File: config.mk
export PLATFORM = sky130hd
export DESIGN_NAME = sw_flow_filter
export DESIGN_NICKNAME = d
export VERILOG_FILES = /design/src/rtl/sw_flow_pkg.sv /design/src/rtl/sw_flow_regs.sv /design/src/rtl/sw_flow_match.sv /design/src/rtl/sw_flow_fsm.sv /design/src/rtl/sw_flow_filter.sv
export SDC_FILE = /design/constraint.sdc
export NUM_CORES = 1
export LEC_CHECK = 0
export BUFFER_PORTS_ARGS = -buffer_cell sky130_fd_sc_hd__buf_4
export CORE_AREA = 10 10 75 77
export CTS_BUF_LIST = sky130_fd_sc_hd__clkbuf_4
export DETAILED_ROUTE_END_ITERATION = 10
export DIE_AREA = 0 0 85 87
export PLACE_DENSITY = 0.82
export REMOVE_ABC_BUFFERS = 1
export SLEW_MARGIN = 20
export SYNTH_ARGS = -nofsm -noshare
export SYNTH_HDL_FRONTEND = slang
export SYNTH_HIERARCHICAL = 1
export SYNTH_SLANG_ARGS = --single-unit
File: constraint.sdc
create_clock -name clk -period 4.4 [get_ports clk]
set_input_delay 0.44 -clock clk [delete_from_list [all_inputs] [get_ports clk]]
set_output_delay 0.44 -clock clk [all_outputs]
set_load 0.05 [all_outputs]
File: src/rtl/sw_flow_pkg.sv
package sw_flow_pkg;

    localparam int CHAR_W = 8;
    localparam int ADDR_W = 3;
    localparam int N_MATCH = 4;

    localparam logic [ADDR_W-1:0] ADR_FEAT  = 3'd0;
    localparam logic [ADDR_W-1:0] ADR_ON1   = 3'd1;
    localparam logic [ADDR_W-1:0] ADR_ON2   = 3'd2;
    localparam logic [ADDR_W-1:0] ADR_OFF1  = 3'd3;
    localparam logic [ADDR_W-1:0] ADR_OFF2  = 3'd4;

    localparam int BIT_UNLOCK = 4;
    localparam int BIT_SPC_EN = 5;

    typedef enum logic [1:0] {
        MODE_OFF   = 2'b00,
        MODE_PAIR1 = 2'b01,
        MODE_PAIR2 = 2'b10,
        MODE_SEQ   = 2'b11
    } fc_mode_e;

    typedef enum logic [1:0] {
        SEQ_IDLE = 2'b00,
        SEQ_ON1  = 2'b01,
        SEQ_OFF1 = 2'b10
    } fc_seq_e;

    typedef struct packed {
        logic [CHAR_W-1:0] on1;
        logic [CHAR_W-1:0] on2;
        logic [CHAR_W-1:0] off1;
        logic [CHAR_W-1:0] off2;
    } fc_chars_t;

    typedef struct packed {
        logic     unlock;
        logic     spc_en;
        fc_mode_e mode;
    } fc_ctrl_t;

    typedef struct packed {
        logic on1;
        logic on2;
        logic off1;
        logic off2;
    } fc_hits_t;

    typedef struct packed {
        logic resume;
        logic halt;
    } fc_act_t;

    function automatic fc_act_t single_action(fc_mode_e m, fc_hits_t h);
        fc_act_t a;
        a = '0;
        case (m)
            MODE_PAIR1: begin a.halt = h.off1; a.resume = h.on1; end
            MODE_PAIR2: begin a.halt = h.off2; a.resume = h.on2; end
            default:    a = '0;
        endcase
        return a;
    endfunction

endpackage

File: src/rtl/sw_flow_regs.sv
module sw_flow_regs
    import sw_flow_pkg::*;
(
    input  logic              clk,
    input  logic              rst,
    input  logic              cfg_we,
    input  logic [ADDR_W-1:0] cfg_addr,
    input  logic [CHAR_W-1:0] cfg_wdata,
    output fc_ctrl_t          ctrl,
    output fc_chars_t         chars,
    output logic              feat_wr,
    output fc_mode_e          feat_mode
);

    logic chr_wr;

    assign feat_wr   = cfg_we && (cfg_addr == ADR_FEAT);
    assign feat_mode = fc_mode_e'(cfg_wdata[1:0]);
    assign chr_wr    = cfg_we && ctrl.unlock;

    always_ff @(posedge clk) begin
        if (rst) begin
            ctrl  <= '0;
            chars <= '0;
        end else begin
            if (feat_wr) begin
                ctrl.unlock <= cfg_wdata[BIT_UNLOCK];
                ctrl.spc_en <= cfg_wdata[BIT_SPC_EN];
                ctrl.mode   <= feat_mode;
            end
            if (chr_wr) begin
                case (cfg_addr)
                    ADR_ON1:  chars.on1  <= cfg_wdata;
                    ADR_ON2:  chars.on2  <= cfg_wdata;
                    ADR_OFF1: chars.off1 <= cfg_wdata;
                    ADR_OFF2: chars.off2 <= cfg_wdata;
                    default:  ;
                endcase
            end
        end
    end

    // a locked write to a match address leaves all match characters untouched
    a_r3_locked_chars_hold: assert property (@(posedge clk) disable iff (rst)
        (cfg_we && cfg_addr != ADR_FEAT && !ctrl.unlock) |=> $stable(chars));

endmodule

File: src/rtl/sw_flow_match.sv
module sw_flow_match
    import sw_flow_pkg::*;
(
    input  fc_chars_t         chars,
    input  logic [CHAR_W-1:0] rx_data,
    output fc_hits_t          hits
);

    logic [N_MATCH-1:0][CHAR_W-1:0] ref_chars;
    logic [N_MATCH-1:0]             hit_vec;

    assign ref_chars = {chars.on1, chars.on2, chars.off1, chars.off2};

    for (genvar i = 0; i < N_MATCH; i++) begin : g_cmp
        assign hit_vec[i] = (rx_data == ref_chars[i]);
    end

    assign hits = fc_hits_t'(hit_vec);

endmodule

File: src/rtl/sw_flow_fsm.sv
module sw_flow_fsm
    import sw_flow_pkg::*;
(
    input  logic              clk,
    input  logic              rst,
    input  logic              rx_valid,
    input  logic [CHAR_W-1:0] rx_data,
    input  fc_hits_t          hits,
    input  fc_mode_e          mode,
    input  logic              spc_en,
    input  logic              feat_wr,
    input  fc_mode_e          feat_mode,
    output logic              fifo_wr,
    output logic [CHAR_W-1:0] fifo_data,
    output logic              tx_pause,
    output logic              spc_irq
);

    fc_seq_e seq_q, seq_d;
    fc_act_t act;
    logic    consume;
    logic    pause_d;

    always_comb begin
        seq_d   = seq_q;
        consume = 1'b0;
        pause_d = tx_pause;
        act     = single_action(mode, hits);
        if (rx_valid) begin
            if (mode == MODE_SEQ) begin
                if (seq_q == SEQ_OFF1 && hits.off2) begin
                    consume = 1'b1;
                    pause_d = 1'b1;
                    seq_d   = SEQ_IDLE;
                end else if (seq_q == SEQ_ON1 && hits.on2) begin
                    consume = 1'b1;
                    pause_d = 1'b0;
                    seq_d   = SEQ_IDLE;
                end else if (hits.off1) begin
                    consume = 1'b1;
                    seq_d   = SEQ_OFF1;
                end else if (hits.on1) begin
                    consume = 1'b1;
                    seq_d   = SEQ_ON1;
                end else begin
                    seq_d   = SEQ_IDLE;
                end
            end else if (act.halt) begin
                consume = 1'b1;
                pause_d = 1'b1;
            end else if (act.resume) begin
                consume = 1'b1;
                pause_d = 1'b0;
            end
        end
        if (feat_wr) begin
            seq_d = SEQ_IDLE;
            if (feat_mode == MODE_OFF) pause_d = 1'b0;
        end
    end

    always_ff @(posedge clk) begin
        if (rst) begin
            seq_q     <= SEQ_IDLE;
            tx_pause  <= 1'b0;
            fifo_wr   <= 1'b0;
            fifo_data <= '0;
            spc_irq   <= 1'b0;
        end else begin
            seq_q     <= seq_d;
            tx_pause  <= pause_d;
            fifo_wr   <= rx_valid && !consume;
            fifo_data <= rx_data;
            spc_irq   <= rx_valid && spc_en && hits.off2;
        end
    end

    // with flow control off every character reaches the FIFO unchanged
    a_r2_off_mode_stores: assert property (@(posedge clk) disable iff (rst)
        (rx_valid && mode == MODE_OFF) |=> (fifo_wr && fifo_data == $past(rx_data)));

    // the pause level only moves after a character or a feature write
    a_r5_pause_moves_on_event: assert property (@(posedge clk) disable iff (rst)
        (!rx_valid && !feat_wr) |=> $stable(tx_pause));

    // a partial pair can only exist in pair mode
    a_r6_partial_only_in_seq: assert property (@(posedge clk) disable iff (rst)
        (seq_q != SEQ_IDLE) |-> (mode == MODE_SEQ));

    // no interrupt request without an enabled, received character
    a_r8_irq_needs_char: assert property (@(posedge clk) disable iff (rst)
        (!rx_valid || !spc_en) |=> !spc_irq);

    // selecting the off mode releases the pause
    a_r9_off_releases: assert property (@(posedge clk) disable iff (rst)
        (feat_wr && feat_mode == MODE_OFF) |=> !tx_pause);

endmodule

File: src/rtl/sw_flow_filter.sv
module sw_flow_filter
    import sw_flow_pkg::*;
(
    input  logic              clk,
    input  logic              rst,
    input  logic              cfg_we,
    input  logic [ADDR_W-1:0] cfg_addr,
    input  logic [CHAR_W-1:0] cfg_wdata,
    input  logic              rx_valid,
    input  logic [CHAR_W-1:0] rx_data,
    output logic              fifo_wr,
    output logic [CHAR_W-1:0] fifo_data,
    output logic              tx_pause,
    output logic              spc_irq
);

    fc_ctrl_t  ctrl;
    fc_chars_t chars;
    fc_hits_t  hits;
    logic      feat_wr;
    fc_mode_e  feat_mode;
    logic      unused_unlock;

    assign unused_unlock = ctrl.unlock;

    sw_flow_regs u_regs (
        .clk       (clk),
        .rst       (rst),
        .cfg_we    (cfg_we),
        .cfg_addr  (cfg_addr),
        .cfg_wdata (cfg_wdata),
        .ctrl      (ctrl),
        .chars     (chars),
        .feat_wr   (feat_wr),
        .feat_mode (feat_mode)
    );

    sw_flow_match u_match (
        .chars   (chars),
        .rx_data (rx_data),
        .hits    (hits)
    );

    sw_flow_fsm u_fsm (
        .clk       (clk),
        .rst       (rst),
        .rx_valid  (rx_valid),
        .rx_data   (rx_data),
        .hits      (hits),
        .mode      (ctrl.mode),
        .spc_en    (ctrl.spc_en),
        .feat_wr   (feat_wr),
        .feat_mode (feat_mode),
        .fifo_wr   (fifo_wr),
        .fifo_data (fifo_data),
        .tx_pause  (tx_pause),
        .spc_irq   (spc_irq)
    );

    // nothing leaves the block in the first cycle after reset
    a_r1_quiet_after_reset: assert property (@(posedge clk)
        $past(rst) |-> (!fifo_wr && !spc_irq && !tx_pause));

endmodule

After elaboration in Yosys (flattened, before gate mapping)
Index checks and enable logic that the tools add are counted.
{"block": "classes", "n_addsub": 0, "multipliers": 0, "n_div": 0, "magnitude_cmp": 0, "eq_ne": 13, "n_shift": 0, "mux": 21, "bitwise_logic": 0, "n_reduce_logical": 16}
{"cell": "$eq A8 B8 Y1", "n": 4}
{"cell": "$mux W1", "n": 17}
{"cell": "$reduce_and A2 Y1", "n": 5}
{"cell": "$logic_and A1 B1 Y1", "n": 7}
{"cell": "$eq A2 B2 Y1 const B", "n": 3}
{"cell": "$eq A3 B2 Y1 const B", "n": 2}
{"cell": "$mux W2", "n": 3}
{"cell": "$eq A2 B1 Y1 const B", "n": 2}
{"cell": "$pmux W2 S2", "n": 1}
{"cell": "$eq A3 B1 Y1 const B", "n": 1}
{"cell": "$eq A3 B3 Y1 const B", "n": 1}
{"cell": "$logic_not A3 Y1", "n": 1}
{"cell": "$logic_not A2 Y1", "n": 1}
{"cell": "$reduce_or A2 Y1", "n": 1}
{"cell": "$logic_not A1 Y1", "n": 1}
{"block": "totals", "reg_bits": 49, "latchBits": 0, "ram_bits": 0, "romBits": 0, "input_bits": 23, "out_inout_bits": 11, "wordCells": 62, "memories": 0}

Logic depth before layout (Yosys ltp)
Gate-level depths: netlist (run 1).
{"block": "depth", "word_depth": 9, "mapped_depth": 7, "ltp_nobuf": 6}

Hierarchy
Netlist (run 1), hierarchy kept.
{"module": "sw_flow_regs", "n_inst": 1, "cells_each": 142, "area_per_inst_um2": 1475.2, "seq_area_each_um2": 720.7}
{"module": "sw_flow_fsm", "n_inst": 1, "cells_each": 59, "area_per_inst_um2": 561.8, "seq_area_each_um2": 260.2}
{"module": "sw_flow_match", "n_inst": 1, "cells_each": 52, "area_per_inst_um2": 415.4, "seq_area_each_um2": 0.0}

Worst setup path before layout (run 1)
OpenSTA, ideal clock, no wires.
{"block": "synth_path", "path_type": "in2reg", "startpoint": "input port cfg_addr[1]", "endpoint": "register u_fsm.tx_pause", "setup_ns": 0.128, "arrival_ns": 1.658, "required_ns": 4.272, "slack_ns": 2.614, "stages": 4, "n_path_buf": 0, "cell_sequence": "nor4b_2 -> or3b_1 -> o2111ai_1 -> o32ai_1"}
{"block": "synth_between", "elab_chain_len": 3}
{"item": "from (decl)", "line": "sw_flow_filter.sv:7", "source": "input logic [ADDR_W-1:0] cfg_addr,"}
{"item": "$logic_not A3 Y1", "line": "sw_flow_regs.sv:17", "source": "assign feat_wr = cfg_we && (cfg_addr == ADR_FEAT);"}
{"item": "$logic_and A1 B1 Y1", "line": "sw_flow_regs.sv:17"}
{"item": "$mux W1", "line": "sw_flow_fsm.sv:56", "source": "if (feat_wr) begin"}
{"item": "to (signal assigned)", "line": "sw_flow_fsm.sv:71", "source": "tx_pause <= pause_d;"}
{"item": "to (decl)", "line": "sw_flow_fsm.sv:15", "source": "output logic tx_pause,"}
No other way between the ends.
A chain may end at the register's enable or synchronous reset.

Worst setup path after layout (run 1)
{"block": "layout_path", "startpoint": "input port cfg_addr[1]", "endpoint": "register u_fsm.tx_pause"}
{"block": "layout_between", "elab_chain_len": 3}
{"item": "$logic_not A3 Y1", "line": "sw_flow_regs.sv:17"}
{"item": "$logic_and A1 B1 Y1", "line": "sw_flow_regs.sv:17"}
{"item": "named net feat_wr", "line": "sw_flow_filter.sv:20", "source": "logic feat_wr;"}
{"item": "$mux W1", "line": "sw_flow_fsm.sv:56"}
The timed path passes the listed nets, and every way through them passes these cells.

==> results of run 1 <==
==> cells in the final DEF (no fill, tap or decap), drive strengths merged <==
master and count:
a2111oi 1, a211oi 1, a21o 1, a21oi 3, a22oi 2, a2bb2oi 1
a31oi 1, and2b 1, and3 1, and3b 1, and4b 1, buf 33
clkbuf 6, clkinv 1, dfxtp 49, ha 3, inv 4, mux2i 28
nand2 7, nand2b 33, nand3 3, nand3b 3, nand4 8, nand4b 1
nor2 9, nor2b 17, nor3 1, nor4 1, nor4b 2, o2111ai 1
o21ai 16, o32ai 1, or2 1, or3b 1, or4b 1, xnor2 32
==> worst min-delay path by stage <==
stage / start / to / cells past startpoint
2_1_floorplan: u_regs/ctrl[2] / u_regs/ctrl[2] / 2
3_3_place_gp: u_regs/chars[17] / u_regs/chars[17] / 2
3_5_place_dp: u_regs/chars[17] / u_regs/chars[17] / 2
4_1_cts: cfg_wdata[1] / u_regs/ctrl[1] / 3
5_1_grt: cfg_wdata[1] / u_regs/ctrl[1] / 3
6_report: cfg_wdata[1] / u_regs/ctrl[1] / 3
==> sequential cells by signal, summed over array words and instances, names as in the netlist <==
signal,cells
u_fsm/spc_irq,1
u_fsm/fifo_wr,1
u_regs/ctrl,4
u_fsm/tx_pause,1
u_regs/chars,32
u_fsm/fifo_data,8
u_fsm/seq_q,2
==> layout make-up <==
| class | instances | area [um^2] |
|---|---|---|
| Clock inverter | 1 | 3.754 |
| Fill cell | 341 | 1534 |
| Multi-Input combinational cell | 183 | 1343 |
| Sequential cell | 49 | 980.9 |
| Inverter | 4 | 15.01 |
| Clock buffer | 6 | 45.04 |
| Tap cell | 52 | 65.06 |
| Timing Repair Buffer | 33 | 247.7 |
==> cell families (layout without fill, tap and decap cells) <==
logic type | Yosys count | count (layout)
xor gates and xnor gates | 32 | 32
AOI/OAI and AO/OA | 28 | 28
and+or+nand+nor | 92 | 92
muxes | 28 | 28
DFF | 49 | 49
buffers and inverters | 21 | 44
adders and majority gates | 3 | 3
==> report_power, final <==
group	total [mW]	internal [mW]	switching, mW
combinational	0.0925	0.0405	0.0520
clock	0.197	0.0645	0.133
sequential	0.451	0.449	0.00200
total	0.741	0.554	0.187
==> worst max-delay path: stages <==
cell       delay (ns)
buf_4            0.13
nor4b_2          0.72
or3b_1           0.44
o2111ai_1        0.11
o32ai_1          0.11
==> routing by layer <==
layer  track usage [%]  up-vias  part of all wire [%]
met4             5.389        0                   1.7
li1                  -      904                     -
met3             3.933       11                   4.5
met2             24.05       44                    48
met5                 0        -                     0
met1             17.62      827                    46
==> per-stage QoR <==
step / instances / hold slack, ns / area [um^2] / utilization [%]
finish: 328 / 0.3225 / 2700 / 63.77
global route: 328 / 0.3464 / 2700 / 63.77
CTS: 328 / 0.3193 / 2700 / 63.77
detailed placement: 321 / 0.4771 / 2651 / 62.62
global placement: 321 / 0.4723 / 2651 / 62.62
floorplan: 236 / 0.4521 / 2338 / -
==> flow_metrics.tcl, run 1 <==
set metrics [dict create \
    status "completed" \
    crit_required_ns 4.66 \
    reg2reg_slack_ns 2.78 \
    synth_edf_count 0 \
    max_slew_margin_pct 46.83 \
    portBuffers 33 \
    clockRootBuffer "clkbuf_4" \
    synth_top_area_share_pct 40.00 \
    crit_start "cfg_addr[1]" \
    min_path_type "in2reg" \
    crit_arrival_ns 1.95 \
    track_usage_pct 14.56 \
    drtIter0Drc 148 \
    via_count 1786 \
    irDropWorstVdd_v 0.0001620 \
    min_period_ns 1.691 \
    yosysSeqAreaShare_pct 40.00 \
    start_kind "input port" \
    die_y_um 87 \
    synth.area.top_cells "dfxtp_1 40%, mux2i_1 11%, xnor2_1 11%" \
    dp_hpwl_um 3815 \
    wl_per_cell_um 15.65 \
    timing.rr.end "u_regs/chars[4]" \
    synth_area_um2 2452 \
    antenna_found_initial 0 \
    async_reset_ff_share_pct 0 \
    cts.clk_slew.worst_paths_ns 0.13 \
    synth_compound_area_share_pct 7.041 \
    grt_max_degree 58 \
    ioPinCount 34 \
    synth_xor_area_share_pct 11.43 \
    fin_crit_sh_pct 38.43 \
    fmax_mhz 591.4 \
    power_uw 740.8 \
    antenna_cells 0 \
    place_ws_ns 2.335 \
    cts_tree "built" \
    coreArea_um2 4234 \
    reg2reg_depth 3 \
    syn_inst 253 \
    ant_nets 0 \
    worst_slew_pin_slew_ns 0.7955 \
    drt-total-wl_um 5132 \
    clk_latency_ns 0.36 \
    r2r_start "u_regs/ctrl[3]" \
    die_area_um2 7395 \
    ctsResizeCount 0 \
    leakagePower_nw 1.075 \
    yosysMostFrequentCell "dfxtp_1" \
    cp-end-kind "flip-flop" \
    htreeDepth 2 \
    critPathMaxFanout 7 \
    yosys.area_share.simple_pct 23.32 \
    endpoint "u_fsm/tx_pause" \
    crit_type "in2reg" \
    num_rows 24 \
    first_pass_iters 6 \
    area_delta_synth_final_pct 10.10 \
    power.density_nw_per_um2 274.3 \
    syn_area_per_cell_um2 9.693 \
    gp_congestion 0.7993 \
    nets 302 \
    maxSlewViolCount 0 \
    cts_made_buffers 5 \
    rsz0062_at_grt "no" \
    layout-drive-gt1-share_pct 15.94 \
    ys_seq_elements 49 \
    max_cap_violations 0 \
    yosysWarnings 6 \
    start_util_pct 57.92 \
    synth.distinct_cells 39 \
    grt_remaining_overflow 0 \
    grt_first_pass_wirelength_um 8942 \
    setup_viol 0 \
    die_x_um 85 \
    drcViolationCount 0 \
    clock_skew_ns 0.01083 \
    postCtsHoldBufs 0 \
    worst_slack_ns 2.709 \
    synth_common_cells "49 x dfxtp_1, 33 x nand2b_1, 32 x xnor2_1" \
    finalSetupTns_ns 0 \
    muxShareOfSynthArea_pct 11.43 \
    finalHoldViolations 0 \
    synthAdderAreaFrac_pct 1.531 \
    synth_ff_type "dfxtp_1" \
    viasPerCell 5.445 \
    cts_setup_buffers 0 \
    grt_pass1_vias 1852 \
    cts_max_path_buffers 2 \
    clock_sinks 49 \
    yosysTopAreaCell "dfxtp_1" \
    synth_top_family_by_area "simple AND/OR/NAND/NOR gates" \
]
No activity file was read; power rests on OpenSTA's default activity.
==> run 2, diff against run 1 <==
--- a/config.mk
+++ b/config.mk
@@ -6,11 +6,11 @@
 export NUM_CORES = 1
 export LEC_CHECK = 0
 export BUFFER_PORTS_ARGS = -buffer_cell sky130_fd_sc_hd__buf_4
-export CORE_AREA = 10 10 75 77
+export CORE_AREA = 10 10 76 78
 export CTS_BUF_LIST = sky130_fd_sc_hd__clkbuf_4
 export DETAILED_ROUTE_END_ITERATION = 10
-export DIE_AREA = 0 0 85 87
-export PLACE_DENSITY = 0.82
+export DIE_AREA = 0 0 86 88
+export PLACE_DENSITY = 0.79
 export REMOVE_ABC_BUFFERS = 1
 export SLEW_MARGIN = 20
 export SYNTH_ARGS = -nofsm -noshare
==> constraint.sdc (replaced) <==
create_clock -name clk -period 1.7 [get_ports clk]
set_input_delay 0.17 -clock clk [delete_from_list [all_inputs] [get_ports clk]]
set_output_delay 0.17 -clock clk [all_outputs]
set_load 0.05 [all_outputs]
==> run 2 against run 1 <==
Against the previous run: flip-flop and latch count stayed put; register-to-register slack worse by 2.6 ns; clock power grew to 3.4 times the previous value; worst setup slack worse by 2.6 ns; sequential power grew to 2.6 times the previous value; routed wire length is 3.5% higher.
==> flow_metrics.tcl, run 2 (synthesis results as in run 1) <==
set metrics [dict create \
    setup_viol 0 \
    final_util_pct 64.48 \
    crit_type "reg2reg" \
    wl_per_cell_um 15.96 \
    ioPinCount 34 \
    drcViolationCount 0 \
    critPathMaxFanout 3 \
    irDropWorstVdd_v 0.0003654 \
    crit_required_ns 1.99 \
    power.density_nw_per_um2 748.3 \
    layout-drive-gt1-share_pct 18.86 \
    start_util_pct 57.11 \
    status "completed" \
    via_count 1788 \
    num_rows 24 \
    area_delta_synth_final_pct 12.91 \
    cts.clk_slew.worst_paths_ns 0.14 \
    fmax_mhz 648.4 \
    cp-end-kind "flip-flop" \
    viasPerCell 5.369 \
    worst_slack_ns 0.1578 \
    final_cell_mix "49 x dfxtp_1, 38 x buf_4, 33 x nand2b_1" \
    start_kind "flip-flop" \
    finalHoldViolations 0 \
    hold_ws_ns 0.05779 \
    mostFrequentLayoutCell "dfxtp_1" \
    dp_hpwl_um 3888 \
    fin_crit_sh_pct 90.72 \
    clockRootBuffer "clkbuf_4" \
    ant_nets 0 \
    maxSlewViolCount 0 \
    cts_max_path_buffers 2 \
    first_pass_iters 4 \
    worst_slew_pin_slew_ns 0.5703 \
    leakagePower_nw 1.111 \
    antenna_cells 0 \
    drtIter0Drc 162 \
    rsz0062_at_grt "no" \
    grt_pass1_vias 1887 \
    reg_top3 "u_regs/chars (32), u_fsm/fifo_data (8), u_regs/ctrl (4)" \
    max_cap_violations 0 \
    reg2reg_depth 6 \
    cts_tree "built" \
    hold_depth 3 \
    min_path_type "in2reg" \
    portBuffers 33 \
    place_ws_ns 0.1597 \
    grt_first_pass_wirelength_um 8928 \
    antenna_found_initial 0 \
    crit_arrival_ns 1.84 \
    postCtsHoldBufs 0 \
    clock_skew_ns 0.01537 \
    die_y_um 88 \
    drt-total-wl_um 5314 \
    max_slew_margin_pct 61.89 \
    grt_remaining_overflow 0 \
    finalSetupTns_ns 0 \
    clock_sinks 49 \
    min_period_ns 1.542 \
    track_usage_pct 14.47 \
    gp_congestion 0.8521 \
    grt_max_degree 58 \
    clk_latency_ns 0.36 \
    die_x_um 86 \
    design_area_um2 2769 \
    top_register "u_regs/chars" \
    die_area_um2 7568 \
    coreArea_um2 4294 \
    nets 307 \
    htreeDepth 2 \
    placed_area_um2 2689 \
    largest_register_ffs 32 \
    cts_made_buffers 5 \
]
[run 2: area by class of cell]
class | count | area, um^2
Fill cell | 363 | 1525
Multi-Input combinational cell | 183 | 1350
Sequential cell | 49 | 980.9
Timing Repair Buffer | 38 | 285.3
Tap cell | 52 | 65.06
Clock buffer | 5 | 37.54
Clock inverter | 2 | 35.03
Inverter | 4 | 15.01
[run 2: final timing paths]
path                          from  slack (ns)        endpoint
hold / removal        cfg_wdata[1]        0.06  u_regs/ctrl[1]
setup / recovery  u_regs/chars[31]        0.16  u_fsm/seq_q[0]
hold reg to reg     u_regs/ctrl[2]        0.49   u_fsm/spc_irq
setup reg to reg  u_regs/chars[31]        0.16  u_fsm/seq_q[0]
[run 2: where the power goes]
part / switching, mW / internal, mW / total [mW]
Clock: 0.360 / 0.300 / 0.660
Combinational: 0.138 / 0.106 / 0.244
Sequential: 0.00514 / 1.16 / 1.17
Total: 0.503 / 1.57 / 2.07
[run 2: per-stage QoR]
step / power (mW) / std cells
global placement: 1.434 / 326
floorplan: 1.318 / 236
detailed placement: 1.437 / 326
global route: 2.151 / 333
finish: 2.072 / 333
CTS: 2.090 / 333
[run 2: worst max-delay path: stages, from the launching register on]
cell,delay (ns)
dfxtp_1,0.35
xnor2_1,0.17
nand4_1,0.16
nor2_1,0.26
and4b_1,0.25
nand3_1,0.09
a211oi_1,0.20
[run 2: repair_timing]
item,4_1_cts,5_1_grt
setup buffers,0,0
setup endpoints to repair,0,1
resized for setup,0,3
[run 2: metal layers]
| layer | GRT usage [%] | part of all wire (%) |
|---|---|---|
| met2 | 24.48 | 48 |
| met4 | 6.138 | 1.4 |
| met3 | 3.157 | 4.7 |
| met1 | 17.28 | 45 |
| met5 | 0 | 0 |
